[src/rtl/mcseq_pkg.sv]
package mcseq_pkg;
  localparam int OP_W = 8;
  localparam int PH_W = 4;
  localparam int UA_W = OP_W + PH_W + 1;
  localparam int CW_W = 24;

  typedef struct packed {
    logic [1:0] lsel;
    logic [1:0] rsel;
    logic [5:0] func;
    logic       drive;
    logic [2:0] dest;
    logic       cc_en;
    logic       cc_load;
    logic [1:0] asrc;
    logic       ar_inc;
    logic       pc_inc;
    logic       sp_inc;
    logic       sp_dec;
    logic       op_load;
    logic       spare;
  } uword_t;

  localparam logic [OP_W-1:0] OPC_BOOT    = 8'hFF;
  localparam logic [OP_W-1:0] OPC_ADC_ABS = 8'h6D;
  localparam logic [OP_W-1:0] OPC_ADC_IMM = 8'h69;
  localparam logic [OP_W-1:0] OPC_PUSH_A  = 8'h48;
  localparam logic [OP_W-1:0] OPC_BR_MI   = 8'h30;

  localparam logic [2:0] DST_T = 3'd0, DST_A = 3'd1, DST_X = 3'd2, DST_PCLO = 3'd3;
  localparam logic [2:0] DST_PCHI = 3'd4, DST_ARLO = 3'd5, DST_ARHI = 3'd6, DST_MEM = 3'd7;
  localparam logic [1:0] SRC_PC = 2'd0, SRC_AR = 2'd1, SRC_SP = 2'd2;
  localparam logic [1:0] LS_A = 2'd0, LS_X = 2'd1, LS_PCL = 2'd2, LS_ZERO = 2'd3;
  localparam logic [1:0] RS_T = 2'd0, RS_ZERO = 2'd1, RS_XSGN = 2'd2, RS_A = 2'd3;
  localparam logic [5:0] FN_ADD = 6'h01, FN_PASS = 6'h02;

  function automatic uword_t w_fetch();
    uword_t w;
    w = '0;
    w.asrc    = SRC_PC;
    w.pc_inc  = 1'b1;
    w.op_load = 1'b1;
    return w;
  endfunction

  function automatic uword_t w_mem_to(input logic [2:0] dst, input logic [1:0] src, input logic pinc);
    uword_t w;
    w = '0;
    w.dest   = dst;
    w.asrc   = src;
    w.pc_inc = pinc;
    return w;
  endfunction
endpackage

[src/rtl/mcseq_rstsync.sv]
module mcseq_rstsync #(
  parameter int STAGES = 2
) (
  input  logic clk,
  input  logic rst_n,
  output logic rst_sync_n
);
  logic [STAGES-1:0] sync_q;

  always_ff @(posedge clk or negedge rst_n) begin
    if (!rst_n) sync_q <= '0;
    else        sync_q <= {sync_q[STAGES-2:0], 1'b1};
  end

  assign rst_sync_n = sync_q[STAGES-1];
endmodule

[src/rtl/mcseq_state.sv]
module mcseq_state
  import mcseq_pkg::*;
(
  input  logic            clk,
  input  logic            rst_n,
  input  logic            op_load,
  input  logic [OP_W-1:0] mem_rdata,
  input  logic            cc_flag,
  output logic [OP_W-1:0] opcode_q,
  output logic [PH_W-1:0] phase_q,
  output logic [UA_W-1:0] uaddr
);
  logic [OP_W-1:0] opcode_d;
  logic [PH_W-1:0] phase_d;
  logic            op_en;

  assign op_en = op_load;

  always_comb begin
    opcode_d = opcode_q;
    phase_d  = phase_q + {{(PH_W-1){1'b0}}, 1'b1};
    if (op_en) begin
      opcode_d = mem_rdata;
      phase_d  = '0;
    end
  end

  always_ff @(posedge clk or negedge rst_n) begin
    if (!rst_n) begin
      opcode_q <= OPC_BOOT;
      phase_q  <= '0;
    end else begin
      opcode_q <= opcode_d;
      phase_q  <= phase_d;
    end
  end

  assign uaddr = {opcode_q, phase_q, cc_flag};
endmodule

[src/rtl/mcseq_rom.sv]
module mcseq_rom
  import mcseq_pkg::*;
(
  input  logic [UA_W-1:0] uaddr,
  output uword_t          word
);
  logic [OP_W-1:0] op;
  logic [PH_W-1:0] ph;
  logic            fl;
  uword_t          add_end;
  uword_t          push_w;
  uword_t          br_w;

  assign op = uaddr[UA_W-1 -: OP_W];
  assign ph = uaddr[PH_W:1];
  assign fl = uaddr[0];

  always_comb begin
    add_end         = w_fetch();
    add_end.lsel    = LS_A;
    add_end.rsel    = RS_T;
    add_end.func    = FN_ADD;
    add_end.drive   = 1'b1;
    add_end.dest    = DST_A;
    add_end.cc_en   = 1'b1;
    add_end.cc_load = 1'b1;

    push_w          = '0;
    push_w.lsel     = LS_A;
    push_w.rsel     = RS_ZERO;
    push_w.func     = FN_PASS;
    push_w.drive    = 1'b1;
    push_w.dest     = DST_MEM;
    push_w.asrc     = SRC_SP;
    push_w.sp_dec   = 1'b1;

    br_w            = '0;
    br_w.lsel       = LS_PCL;
    br_w.rsel       = RS_T;
    br_w.func       = FN_ADD;
    br_w.drive      = 1'b1;
    br_w.dest       = DST_PCLO;
    br_w.cc_en      = 1'b1;
    br_w.cc_load    = 1'b1;
    br_w.asrc       = SRC_PC;
  end

  always_comb begin
    word = w_fetch();
    unique case (op)
      OPC_ADC_ABS: begin
        case (ph)
          4'd0:    word = w_mem_to(DST_ARLO, SRC_PC, 1'b1);
          4'd1:    word = w_mem_to(DST_ARHI, SRC_PC, 1'b1);
          4'd2:    word = w_mem_to(DST_T, SRC_AR, 1'b0);
          4'd3:    word = add_end;
          default: word = w_fetch();
        endcase
      end
      OPC_ADC_IMM: begin
        case (ph)
          4'd0:    word = w_mem_to(DST_T, SRC_PC, 1'b1);
          4'd1:    word = add_end;
          default: word = w_fetch();
        endcase
      end
      OPC_PUSH_A: begin
        if (ph == 4'd0) word = push_w;
      end
      OPC_BR_MI: begin
        case (ph)
          4'd0:    word = w_mem_to(DST_T, SRC_PC, 1'b1);
          4'd1:    word = fl ? br_w : w_fetch();
          default: word = w_fetch();
        endcase
      end
      default: word = w_fetch();
    endcase
  end
endmodule

[src/rtl/mcseq_split.sv]
module mcseq_split
  import mcseq_pkg::*;
(
  input  uword_t          word,
  output logic [CW_W-1:0] ctrl_word,
  output logic [1:0]      alu_lsel,
  output logic [1:0]      alu_rsel,
  output logic [5:0]      alu_func,
  output logic            alu_drive,
  output logic [2:0]      ld_dest,
  output logic            cc_en,
  output logic            cc_load,
  output logic [1:0]      addr_src,
  output logic            ar_inc,
  output logic            pc_inc,
  output logic            sp_inc,
  output logic            sp_dec,
  output logic            op_load
);
  assign ctrl_word = word;
  assign alu_lsel  = word.lsel;
  assign alu_rsel  = word.rsel;
  assign alu_func  = word.func;
  assign alu_drive = word.drive;
  assign ld_dest   = word.dest;
  assign cc_en     = word.cc_en;
  assign cc_load   = word.cc_load;
  assign addr_src  = word.asrc;
  assign ar_inc    = word.ar_inc;
  assign pc_inc    = word.pc_inc;
  assign sp_inc    = word.sp_inc;
  assign sp_dec    = word.sp_dec;
  assign op_load   = word.op_load;
endmodule

[src/rtl/mcseq_top.sv]
module mcseq_top
  import mcseq_pkg::*;
(
  input  logic            clk,
  input  logic            rst_n,
  input  logic [OP_W-1:0] mem_rdata,
  input  logic            cc_flag,
  output logic [OP_W-1:0] opcode,
  output logic [PH_W-1:0] phase,
  output logic [CW_W-1:0] ctrl_word,
  output logic [1:0]      alu_lsel,
  output logic [1:0]      alu_rsel,
  output logic [5:0]      alu_func,
  output logic            alu_drive,
  output logic [2:0]      ld_dest,
  output logic            cc_en,
  output logic            cc_load,
  output logic [1:0]      addr_src,
  output logic            ar_inc,
  output logic            pc_inc,
  output logic            sp_inc,
  output logic            sp_dec,
  output logic            op_load
);
  logic            rst_sync_n;
  logic [UA_W-1:0] uaddr;
  uword_t          word;

  mcseq_rstsync #(.STAGES(2)) u_rst (
    .clk(clk), .rst_n(rst_n), .rst_sync_n(rst_sync_n)
  );

  mcseq_state u_state (
    .clk(clk), .rst_n(rst_sync_n), .op_load(op_load), .mem_rdata(mem_rdata),
    .cc_flag(cc_flag), .opcode_q(opcode), .phase_q(phase), .uaddr(uaddr)
  );

  mcseq_rom u_rom (.uaddr(uaddr), .word(word));

  mcseq_split u_split (
    .word(word), .ctrl_word(ctrl_word), .alu_lsel(alu_lsel), .alu_rsel(alu_rsel),
    .alu_func(alu_func), .alu_drive(alu_drive), .ld_dest(ld_dest), .cc_en(cc_en),
    .cc_load(cc_load), .addr_src(addr_src), .ar_inc(ar_inc), .pc_inc(pc_inc),
    .sp_inc(sp_inc), .sp_dec(sp_dec), .op_load(op_load)
  );
endmodule

[config.mk]
export PLATFORM = sky130hd
export DESIGN_NAME = mcseq_top
export DESIGN_NICKNAME = d
export VERILOG_FILES = /design/src/rtl/mcseq_pkg.sv /design/src/rtl/mcseq_rstsync.sv /design/src/rtl/mcseq_state.sv /design/src/rtl/mcseq_rom.sv /design/src/rtl/mcseq_split.sv /design/src/rtl/mcseq_top.sv
export SDC_FILE = /design/constraint.sdc
export NUM_CORES = 1
export LEC_CHECK = 0
export BUFFER_PORTS_ARGS = -buffer_cell sky130_fd_sc_hd__buf_2
export CORE_ASPECT_RATIO = 0.8
export CORE_MARGIN = 2
export CORE_UTILIZATION = 25
export CTS_CLUSTER_DIAMETER = 30
export CTS_CLUSTER_SIZE = 25
export DETAILED_ROUTE_END_ITERATION = 7
export PLACE_DENSITY = 0.58
export SETUP_SLACK_MARGIN = 0.02
export SLEW_MARGIN = 15
export SYNTH_ARGS = -nofsm -noshare
export SYNTH_HDL_FRONTEND = slang
export SYNTH_SLANG_ARGS = --single-unit
export TNS_END_PERCENT = 30
[constraint.sdc]
create_clock -name clk -period 5 [get_ports clk]
set_clock_uncertainty 0.2 [all_clocks]
set_input_delay 0.25 -clock clk [delete_from_list [all_inputs] [get_ports clk]]
set_output_delay 0.25 -clock clk [all_outputs]
set_load 0.05 [all_outputs]
==> run metrics, run 1 <==
Rows 21; hold_buf cts 1; vias in the first global route 749; IO Port Bufs 52; # diodes 0; Power Dens Cells 230 nW/um^2; Tcrit/Tclk final 61.1%; Setup crit start kind register; endpoint type of the worst setup path primary output; Chip Height 63.5 um; CTS tree yes; top-count cell post-synth buf_4; Layout fillers 457; Worst-Skew Late Latency 0.24 ns; Vias 881; top cell type by total area after synthesis buf_4; nets 171; gpl congestion 0.773; most used cell along the critical path inv_1; Max-Cap Viols 0; cell internal pwr 191 uW; Placed Instances 207; Hold Vio Cnt, Final 4; Initial DRC Count 39; Initial DRT Pass Iterations 4; initial antenna violation count 0; synth cell count leaders buf_4, dfstp_2, inv_1; pre-CTS WS 2.17 ns; Post-CTS Resized 0; Post-Syn Area 1100 um^2; Clk pwr share 32.4%; maximum clock rate 327 MHz; Async SR Flop Fraction 100%; register-to-register setup slack 2.30 ns; status finished with violations; final cell count without fillers 212; Primary FF master, synth dfstp_2; Hold WS -0.00733 ns; Crit Path Class reg -> out; Antenna Nets Post-Route 0; Clock Tree Buf Depth 2; Flop pwr share 44.3%; count of final setup violators 0; CTS root buf clkbuf_8; CP Max Fanout 10; Post-synth EDFFs 0; P_sw 101 uW; Setup TNS 0 ns; leakage power 0.000687 uW; Switching Share 34.5%; die area 4970 um^2; post-synthesis cell type count 35; worst hold path class reg -> async; Clk pin slew, worst setup/hold paths 0.05 ns; Initial Util 26.3%; DR DRC count 0; RSZ-0062 raised after global routing no; core box area 4200 um^2; CTS buffer count 3; power share of the combinational group 23.4%; top cell type's share of synthesized area 25.1%; final WL 2.21 mm; CP max-delay cell nor3_4; Seq/Total Area, Yosys 32.6%; post-route minimum period 3.06 ns; layout cells sized above 1 45.8%; Mapped Cells 120; crit-path cells inv_1 > ha_1 > or3b_1 > a32o_1 > a22o_1 > nor3_4 > inv_1 > buf_2; crit-path max cell delay 0.43 ns; Max Slew Vio Count 0; violated checks negative hold slack; CP Data Required Time 4.55 ns; die width 78.3 um; YS warnings 0; VDD IR max 0.000156 V; #FFs+latches synth 14; Final WS setup 1.94 ns; Final HPWL DP 1.85 mm; ranking of synthesized cells by area buf_4, dfstp_2, dfrtp_1; postcts setup bufs 0; total grt overflow 0; vias per inst 4.16; mean routed wirelength per cell 10.4 um; gr usage total 8.97%; crit path DAT 2.61 ns; final core occ 30.2%; synthesized area per cell 9.21 um^2; first-pass GRT wire length 3.45 mm; largest net degree at the start of global routing 13; # clock sinks 14; Area Overhead vs Synth 14.8%; Ports 70; H-tree depth 1
## stage by stage
stage | area (um^2) | hold slack, ns | power (uW)
CTS | 1270 | 0.00281 | 296
global placement | 1210 | -0.161 | 198
finish | 1270 | -0.00733 | 291
detailed placement | 1210 | -0.162 | 198
global route | 1270 | 0.0177 | 303
floorplan | 1170 | -0.246 | 197
## logic make-up (layout without fill, tap and decap cells)
logic type	after synthesis	in the layout	synth area share, %
DFF	14	14	32.6
AOI/OAI and AO/OA	11	11	7.25
muxes	7	7	7.02
adders and majority gates	4	4	4.53
other	2	19	0.680
buffers and inverters	47	65	28.7
and+or+nand+nor	34	34	18.5
xor gates and xnor gates	1	1	0.793
## cell type report
cell class,instances,area (um^2),area share (%)
Multi-Input combinational cell,76,492,38.8
Sequential cell,14,360,28.4
Timing Repair Buffer,53,270,21.3
Tap cell,57,71.3,5.62
Clock buffer,4,45.0,3.55
Inverter,8,30.0,2.37
## state kept, by name, summed over array words and instances (netlist names)
| register | flops |
|---|---|
| u_state.opcode_q | 8 |
| u_state.phase_q | 4 |
| u_rst.sync_q | 2 |
## cells in the final DEF (no fill, tap or decap), drive strengths merged, types with 2 or more instances in the layout
| cell | netlist | final |
|---|---|---|
| buf | 38 | 52 |
| conb | 2 | 19 |
| inv | 8 | 8 |
| dfstp | 8 | 8 |
| nor2 | 6 | 6 |
| mux2 | 6 | 6 |
| dfrtp | 6 | 6 |
| nand3 | 4 | 4 |
| ha | 4 | 4 |
| nor3 | 4 | 4 |
| clkbuf | 1 | 4 |
| and2 | 3 | 3 |
| nand4 | 3 | 3 |
| nand2 | 3 | 3 |
| nor4 | 3 | 3 |
| o21ai | 2 | 2 |
| a21oi | 2 | 2 |
| and2b | 2 | 2 |
## power by group through the flow
stage / Sequential [uW] / Combinational, uW / Clock [uW]
floorplan: 144 / 52.7 / 0
global placement: 131 / 67.7 / 0
CTS: 129 / 68.2 / 98.4
detailed placement: 131 / 67.5 / 0
global route: 130 / 71.5 / 101
finish: 129 / 68.1 / 94.3
## worst paths after layout
kind / depth (start not counted) / endpoint / from
max: 8 / ctrl_word[1] / u_state.phase_q[0]
min: 0 / u_state.phase_q[2] / u_rst.sync_q[1]
max reg2reg: 7 / u_state.opcode_q[5] / u_state.phase_q[0]
min reg2reg: 0 / u_state.phase_q[2] / u_rst.sync_q[1]
max in group asynchronous: 0 / u_state.opcode_q[7] / u_rst.sync_q[1]
min in group clk: 2 / u_state.opcode_q[7] / mem_rdata[7]
## worst max-delay path, delay by kind of cell, from the launching register on
family / cells / cell delay, ns
buffers and inverters: 3 / 0.42
adders and majority gates: 1 / 0.25
and+or+nand+nor: 2 / 0.79
DFF: 1 / 0.41
AOI/OAI and AO/OA: 2 / 0.49
## metal layers
layer | track usage [%] | part of all wire (%) | vias up | routed length, um
li1 | - | - | 423 | -
met1 | 12.1 | 47 | 401 | 1030
met2 | 13.8 | 42 | 52 | 935
met3 | 1.43 | 9.0 | 5 | 200
met4 | 4.61 | 2.1 | 0 | 46
met5 | 0 | 0 | - | 0
Note: power is estimated with default switching activity, not from simulation.
==> inputs of run 2 (changes only) <==
--- a/config.mk
+++ b/config.mk
@@ -12,7 +12,7 @@
 export CTS_CLUSTER_DIAMETER = 30
 export CTS_CLUSTER_SIZE = 25
 export DETAILED_ROUTE_END_ITERATION = 7
-export PLACE_DENSITY = 0.58
+export PLACE_DENSITY = 0.6
 export SETUP_SLACK_MARGIN = 0.02
 export SLEW_MARGIN = 15
 export SYNTH_ARGS = -nofsm -noshare
==> constraint.sdc (replaced) <==
create_clock -name clk -period 2.8 [get_ports clk]
set_clock_uncertainty 0.2 [all_clocks]
set_input_delay 0.14 -clock clk [delete_from_list [all_inputs] [get_ports clk]]
set_output_delay 0.14 -clock clk [all_outputs]
set_load 0.05 [all_outputs]
==> run 2 against run 1 <==
Final cell count rose by 4.7%; critical endpoint is now ctrl_word[4]; sequential cell count did not move; first-iteration DRC count rose by 18%; the run still ends with negative hold slack left; largest power group unchanged; non-clock buffer count rose by 10; count of clock-buffer cells in the layout did not move; register-to-register slack got worse by 2.1 ns; routed wire length rose by 19%; sequential share of layout area fell by 2.6 points.
==> run metrics, run 2 (synthesized netlist as in run 1, its figures left out) <==
Clk pin slew, worst setup/hold paths 0.06 ns (was 0.05 ns); Flop pwr share 43.6% (was 44.3%); Ports 70 (unchanged); initial antenna violation count 0 (unchanged); worst hold path class reg -> async (unchanged); commonest non-fill, non-tap cell in the layout buf_2 (unchanged); Chip Height 63.5 um (unchanged); Area Overhead vs Synth 27.5% (was 14.8%); Switching Share 34.2% (was 34.5%); Final HPWL DP 1.94 mm (was 1.85 mm); CTS buffer count 3 (unchanged); IO Port Bufs 52 (unchanged); registers with the most flip-flops u_state.opcode_q x8, u_state.phase_q x4, u_rst.sync_q x2 (unchanged); H-tree depth 1 (unchanged); gpl congestion 0.805 (was 0.773); die width 78.3 um (unchanged); core box area 4200 um^2 (unchanged); vias per inst 4.26 (was 4.16); Placed Instances 207 (unchanged); CP Data Required Time 2.46 ns (was 4.55 ns); Max-Cap Viols 0 (unchanged); CTS tree yes (unchanged); Reg with most FFs u_state.opcode_q (unchanged); VDD IR max 0.000313 V (was 0.000156 V); Clk pwr share 31.2% (was 32.4%); cell internal pwr 349 uW (was 191 uW); gr usage total 10.9% (was 8.97%); CTS root buf clkbuf_8 (unchanged); count of final setup violators 0 (unchanged); Crit Path Class reg -> out (unchanged); Initial DRC Count 46 (was 39); nets 181 (was 171); largest net degree at the start of global routing 13 (unchanged); layout cells sized above 1 50.3% (was 45.8%); Tcrit/Tclk final 95.8%; vias in the first global route 856 (was 749); max FFs per register 8 (unchanged); final WL 2.63 mm (was 2.21 mm); first-pass GRT wire length 4.28 mm (was 3.45 mm); status finished with violations (unchanged); endpoint type of the worst setup path primary output (unchanged); Worst-Skew Late Latency 0.24 ns (about the same); post-route minimum period 2.68 ns; # diodes 0 (unchanged); total grt overflow 0 (unchanged); mean routed wirelength per cell 11.9 um (was 10.4 um); Rows 21 (unchanged); Antenna Nets Post-Route 0 (unchanged); die area 4970 um^2 (unchanged); power share of the combinational group 25.3% (was 23.4%); Hold Vio Cnt, Final 4 (unchanged); Max Slew Vio Count 0 (unchanged); Setup crit start kind register (unchanged); CP Max Fanout 6 (was 10); Worst Setup SP u_state.phase_q[0] (unchanged); final cell count without fillers 222 (was 212); # clock sinks 14 (unchanged); Vias 946 (was 881); maximum clock rate 373 MHz; crit path DAT 2.34 ns (was 2.61 ns); DR DRC count 0 (unchanged); most frequent cells in the layout buf_2, conb_1, dlygate4sd3_1 (was buf_2, conb_1, inv_1, dfstp_2); Initial DRT Pass Iterations 4 (unchanged); r2r startpoint u_state.phase_q[0] (unchanged); Hold WS -0.00936 ns (was -0.00733 ns); Clock Tree Buf Depth 2 (unchanged); P_sw 182 uW (was 101 uW); violated checks negative hold slack (unchanged); Power Dens Cells 377 nW/um^2 (was 230 nW/um^2); Initial Util 26.3% (unchanged); RSZ-0062 raised after global routing no (unchanged); leakage power 0.000742 uW (was 0.000687 uW)
## run 2: cell count changes in the layout (fill, tap and decap cells not counted), moves of 3 or more
cell / before / now
buf_4: 0 / 4
dlygate4sd3_1: 1 / 9
inv_1: 8 / 4
inv_2: 0 / 3
## run 2: layer usage
layer  routed length (um)  track usage [%]  share of wire, %  vias up
met4                    8             4.61              0.30        0
li1                     -                -                 -      443
met3                  180             1.15               6.8        2
met5                    0                0                 0        -
met1                 1110             13.8                42      450
met2                 1340             19.0                51       51
## run 2: critical path: stages (launching register included)
cell and delay, ns:
dfrtp_2 0.44, inv_2 0.09, ha_4 0.17, or3b_1 0.35
a32o_1 0.21, a22o_1 0.29, a311o_1 0.33, buf_2 0.22
## run 2: metrics by stage
step                total power (uW)  worst slack (ns)  TNS [ns]  instance area (um^2)  utilization, %
floorplan                        353            -0.185    -0.376                  1190               -
global placement                 355             0.106         0                  1230            29.4
detailed placement               356           -0.0181   -0.0342                  1230            29.4
CTS                              539            0.0382         0                  1400            33.4
global route                     559            0.0283         0                  1410            33.5
finish                           531             0.118         0                  1410            33.5
## run 2: repair_timing
item / 4_1_cts / 5_1_grt
buffers inserted: 2 / 0
pin swaps: 1 / 1
hold buffers: 9 / 0
gates resized for setup: 5 / 2
endpoints found under the setup margin: 4 / 19
endpoints found under the hold margin: 10 / 0
## run 2: path summary, 6_finish.rpt
check	end	slack (ns)	cells after the start
max	ctrl_word[4]	0.12	7
min	u_state.phase_q[3]	-0.009	0
max reg2reg	u_state.opcode_q[5]	0.19	8
min reg2reg	u_state.phase_q[3]	-0.009	0
max in group asynchronous	u_state.opcode_q[5]	2.06	0
min in group clk	u_rst.sync_q[1]	0.15	0
## run 2: layout make-up
type                    count  area, um^2
well taps                  57        71.3
clock buffers               4        45.0
fillers                   443        2800
multi-input cells          76         526
repair buffers             63         370
inverters                   8        33.8
flip-flops and latches     14         363
## run 2: power groups by stage
stage / Clock, uW / Sequential [uW] / Combinational (uW)
5_1_grt: 184 / 234 / 140
3_5_place_dp: 0 / 234 / 122
2_1_floorplan: 0 / 258 / 95.0
4_1_cts: 175 / 231 / 133
6_report: 165 / 231 / 134
3_3_place_gp: 0 / 234 / 122
